**config.mk**
```make
export PLATFORM = sky130hd
export DESIGN_NAME = clkdiv_banks
export DESIGN_NICKNAME = d
export VERILOG_FILES = /design/src/rtl/clkdiv_banks.sv
export SDC_FILE = /design/constraint.sdc
export NUM_CORES = 1
export LEC_CHECK = 0
export ABC_AREA = 0
export ABC_CLOCK_PERIOD_IN_PS = 2900
export CAP_MARGIN = 20
export CORE_ASPECT_RATIO = 2
export CORE_MARGIN = 2
export CORE_UTILIZATION = 45
export DETAILED_ROUTE_END_ITERATION = 10
export DONT_BUFFER_PORTS = 1
export GPL_TIMING_DRIVEN = 0
export SLEW_MARGIN = 20
export SYNTH_ARGS = -nofsm -noshare
export SYNTH_HDL_FRONTEND = slang
export SYNTH_SLANG_ARGS = --single-unit
```
**constraint.sdc**
```tcl
create_clock -name clk_src -period 2.9 [get_ports clk_src]
set_input_delay 0.29 -clock clk_src [delete_from_list [all_inputs] [get_ports clk_src]]
set_output_delay 0.29 -clock clk_src [all_outputs]
set_load 0.02 [all_outputs]
```
**src/rtl/clkdiv_banks.sv**
```systemverilog
module clkdiv_banks #(
  parameter int MODV = 96
) (
  input  logic       clk_src,
  input  logic       rst,
  input  logic       range_sel,
  input  logic       sel_a,
  input  logic       sel_b,
  input  logic       sel_c,
  input  logic [1:0] sel_fb,
  input  logic [3:0] bank_en,
  output logic [3:0] bank_clk
);
  localparam int CW = $clog2(MODV);
  localparam int NB = 4;

  logic [CW-1:0] cnt;
  logic          wrap;
  logic [NB-1:0] en_q;
  logic [CW-1:0] req [NB];

  assign wrap = (cnt == CW'(MODV - 1));

  always_ff @(posedge clk_src) begin
    if (rst || wrap) cnt <= (rst ? CW'(MODV - 1) : '0);
    else             cnt <= cnt + 1'b1;
  end

  always_comb begin
    case ({range_sel, sel_a})
      2'b00:   req[0] = CW'(4);
      2'b11:   req[0] = CW'(16);
      default: req[0] = CW'(8);
    endcase
    case ({range_sel, sel_b})
      2'b00:   req[1] = CW'(4);
      2'b11:   req[1] = CW'(16);
      default: req[1] = CW'(8);
    endcase
    case ({range_sel, sel_c})
      2'b00:   req[2] = CW'(8);
      2'b01:   req[2] = CW'(12);
      2'b10:   req[2] = CW'(16);
      default: req[2] = CW'(24);
    endcase
    case ({range_sel, sel_fb})
      3'b000:  req[3] = CW'(8);
      3'b001:  req[3] = CW'(16);
      3'b010:  req[3] = CW'(12);
      3'b011:  req[3] = CW'(24);
      3'b100:  req[3] = CW'(16);
      3'b101:  req[3] = CW'(32);
      3'b110:  req[3] = CW'(24);
      default: req[3] = CW'(48);
    endcase
  end

  for (genvar g = 0; g < NB; g++) begin : bank
    logic [CW-1:0] rat_q, rat_nx, ph_q, ph_nx;
    logic          en_r, en_nx, clk_r;

    assign rat_nx = wrap ? req[g] : rat_q;
    assign ph_nx  = (wrap || ph_q == rat_q - 1'b1) ? '0 : ph_q + 1'b1;
    assign en_nx  = (ph_nx == (rat_nx >> 1)) ? bank_en[g] : en_r;

    always_ff @(posedge clk_src) begin
      if (rst) begin
        rat_q <= req[g];
        ph_q  <= '0;
        en_r  <= bank_en[g];
        clk_r <= 1'b0;
      end else begin
        rat_q <= rat_nx;
        ph_q  <= ph_nx;
        en_r  <= en_nx;
        clk_r <= en_nx && (ph_nx < (rat_nx >> 1));
      end
    end

    assign bank_clk[g] = clk_r;
    assign en_q[g]     = en_r;
  end
endmodule


```
==> impl_metrics.yaml <==
critical_path:
  critPathMostFrequentCell: "nor2_4"
  crit_buf_inv: 1
  end_kind: "flop"
  cp_max_fo: 7
  cp_cell_sequence: "or4_4 > nor2_4 > xnor2_2 > o41ai_4 > buf_6 > nor2_4 > ha_4 > nand4_1 > nor2_2 > mux2i_1 > a2111oi_2 > o221a_1"
  critPathKind: "reg -> reg"
  worst_path_max_delay_cell: "or4_4"
  critPathRequiredTime_ns: 3.18
  arrival_ns: 3.34
  crit_path_start_kind: "flop"
  cpPeakStageDelay_ns: 0.55
  critPathTopFamily: "simple AND/OR/NAND/NOR gates"
power:
  p_leak_uw: 0.00213
  ir_drop_mv: 0.471
  p_per_area_nw_per_um2: 990
synthesis:
  synth_area_leaders: "dfxtp_1, ha_1, xor2_1"
  synth_edf_count: 0
  synth_top_area_share_pct: 33.4
  yosysSeqAreaShare_pct: 33.4
  syn-instance-count: 481
  synthesis.area_um2: 4020
  syn_avg_cell_area_um2: 8.36
  syn_nets: 530
  synth-main-ff-cell: "dfxtp_1"
  yosysTopAreaCell: "dfxtp_1"
  ys_async_sr_fraction_pct: 0
  ys_types: 47
  ys_ff_latch: 67
  ys_warn_count: 0
place:
  gp_congestion: 0.904
  hpwl_um: 7450
  placed_area_um2: 4160
  dp_cells: 581
  port_buffers: 0
detailed_routing:
  first_pass_iters: 4
  wl_met3_um: 287
  drt-total-wl_um: 10600
  highest_layer: "met4"
  drc: 0
  viasPerCell: 5.65
  via_count: 3519
  avgRoutedWirePerCell_um: 17.1
  antenna_left: 0
  drt_iter0_drc: 159
  route.met2.wl_um: 5890
  met1_length_um: 4000
timing:
  rsz0062_at_grt: "true"
  max_freq_mhz: 326
  totalNegativeSetupSlack_ns: -0.285
  setup_ws_ns: -0.168
  finalMaxSlewViolations: 0
  worst_slew_pin_slew_ns: 0.709
  finClkSkew_ns: 0.00495
  relSlewSlack_pct: 52.8
  hold_viol: 0
  fin_crit_ns: 3.07
  period_share_pct: 106
  setup_viol: 2
clocking:
  htree_levels: 3
  cts_hold_buf: 0
  cts_buffer_depth: 2
  cts.sinks: 67
  clkTransAtPathRegs_ns: 0.06
  clock_latency_ns: 0.33
  cts_made_buffers: 9
  cts_tree: "built"
  cts_root_buf: "clkbuf_16"
global_route:
  grt_pass1_wl_um: 16900
  antenna_found_initial: 0
  track_usage_pct: 22.6
  grt-ovfl-total: 0
  grt_pass1_vias: 3569
  grt_max_degree: 11
cells_and_area:
  drive_gt1_share_pct: 25.8
  syn2layout_area_growth_pct: 26.1
  instances_no_fill: 623
  n_antenna_cell: 0
  design_area_um2: 5070
  finalNetCount: 569
  postLayoutCoreUtil_pct: 58.7
  fillers: 763
floorplanning:
  start_util_pct: 46.5
  core_um2: 8650
  die_h_um: 138
  rows: 48
  dieArea_um2: 9750
  die_w_um: 70.8
  ioPinCount: 16
hold_path:
  hp-class: "in -> reg"
run_status:
  violations: "setup timing"
  status: "complete, but fails checks"
job:
  maxCapViolCount: 0
-- worst paths after layout --
kind | start | to | slack, ns | cells past startpoint
worst max-delay path | bank[0].rat_q[2]$_DFF_P_ | bank[0].clk_r$_SDFF_PP0_ | -0.17 | 12
worst max register to register | bank[0].rat_q[2]$_DFF_P_ | bank[0].clk_r$_SDFF_PP0_ | -0.17 | 12
worst min-delay path | sel_c | bank[2].rat_q[2]$_DFF_P_ | 0.12 | 2
worst min register to register | bank[2].en_r$_DFF_P_ | bank[2].en_r$_DFF_P_ | 0.47 | 2
-- layout by cell type (no fill, tap or decap), drive strengths merged, types with 2 or more instances in the layout --
cell type | Yosys | routed
nand4 | 5 | 5
a2111oi | 4 | 4
buf | 15 | 44
nand2 | 45 | 45
nor2 | 55 | 55
nand3b | 4 | 4
o31ai | 5 | 5
dfxtp | 67 | 67
nor3b | 2 | 2
nor2b | 4 | 4
a211oi | 3 | 3
o21ai | 21 | 21
o31a | 3 | 3
o32ai | 4 | 4
inv | 21 | 21
o2111a | 3 | 3
nand3 | 15 | 15
or2 | 6 | 6
ha | 37 | 37
a31oi | 3 | 3
or3 | 2 | 2
or4 | 4 | 4
and3 | 11 | 11
o211ai | 3 | 3
a21oi | 15 | 15
nand2b | 11 | 11
mux2i | 11 | 11
clkbuf | 8 | 19
xnor2 | 22 | 22
xor2 | 27 | 27
nor3 | 34 | 34
-- cells in the mapped netlist (all sizes together) (2+ instances only) --
master and instances:
mux2i 11, buf 15, or3 2, o2111a 3
nor2 55, o31ai 5, o32ai 4, nand3b 4
inv 21, nand2b 11, xnor2 22, a2111oi 4
nor3 34, ha 37, nand4 5, a21oi 15
or4 4, nor2b 4, xor2 27, clkbuf 8
nand2 45, nor3b 2, o31a 3, nand3 15
a211oi 3, or2 6, and3 11, o211ai 3
dfxtp 67, a31oi 3, o21ai 21
-- flip-flops by register name, summed over array words and instances (netlist names) --
register / count
cnt: 7
bank.en_r: 4
bank.clk_r: 4
bank.rat_q: 24
bank.ph_q: 28
-- cell families after synthesis --
family | synth area share (%)
AO/OA/AOI/OAI | 12.0
XOR/XNOR | 10.7
adder cells (fa/ha/maj) | 11.8
buffers and inverters | 5.23
flip-flops | 33.4
multiplexers | 3.02
AND/OR/NAND/NOR | 24.0
-- worst register-to-register path, delay by kind of cell, from the launching register on --
| kind | cells | cell delay [ns] |
|---|---|---|
| multiplexers | 1 | 0.12 |
| XOR/XNOR | 1 | 0.11 |
| AND/OR/NAND/NOR | 5 | 1.06 |
| AO/OA/AOI/OAI | 3 | 0.91 |
| adder cells (fa/ha/maj) | 1 | 0.27 |
| flip-flops | 1 | 0.34 |
| buffers and inverters | 1 | 0.21 |
-- where the power goes --
| group | internal, uW | leakage (uW) | switching, uW |
|---|---|---|---|
| Clock | 725 | 0.000151 | 406 |
| Sequential | 1140 | 0.000554 | 244 |
| Combinational | 1200 | 0.00143 | 1310 |
| Total | 3060 | 0.00213 | 1960 |
-- metrics by stage --
step / hold slack, ns / setup WS, ns / total power, uW
6_report: 0.124 / -0.168 / 5020
5_1_grt: 0.138 / -0.309 / 5350
4_1_cts: 0.120 / -0.229 / 4920
3_5_place_dp: 0.468 / -0.800 / 3210
3_3_place_gp: 0.458 / -0.693 / 3150
2_1_floorplan: 0.449 / 0.0199 / 2760
-- layer usage --
layer / GRT usage (%) / up-vias
met1: 22.1 / 1681
met4: 11.5 / 0
met2: 43.9 / 58
li1: - / 1749
met3: 4.39 / 31
met5: 0 / -
-- what timing repair did --
action / 4_1_cts / 5_1_grt
resized for setup: 73 / 32
buffers inserted: 27 / 4
cloned: 1 / 0
endpoints found under the setup margin: 8 / 5
pin swaps: 43 / 34
-- layout make-up --
cell class	count	area, um^2	area share [%]
well taps	100	125	2.47
multi-input cells	370	2820	55.6
flip-flops and latches	67	1370	27.0
repair buffers	32	249	4.91
clock buffers	12	267	5.25
inverters	21	78.8	1.55
plain buffers	19	131	2.59
clock inverters	2	35.0	0.691
Power figures use the tool's default switching activity.
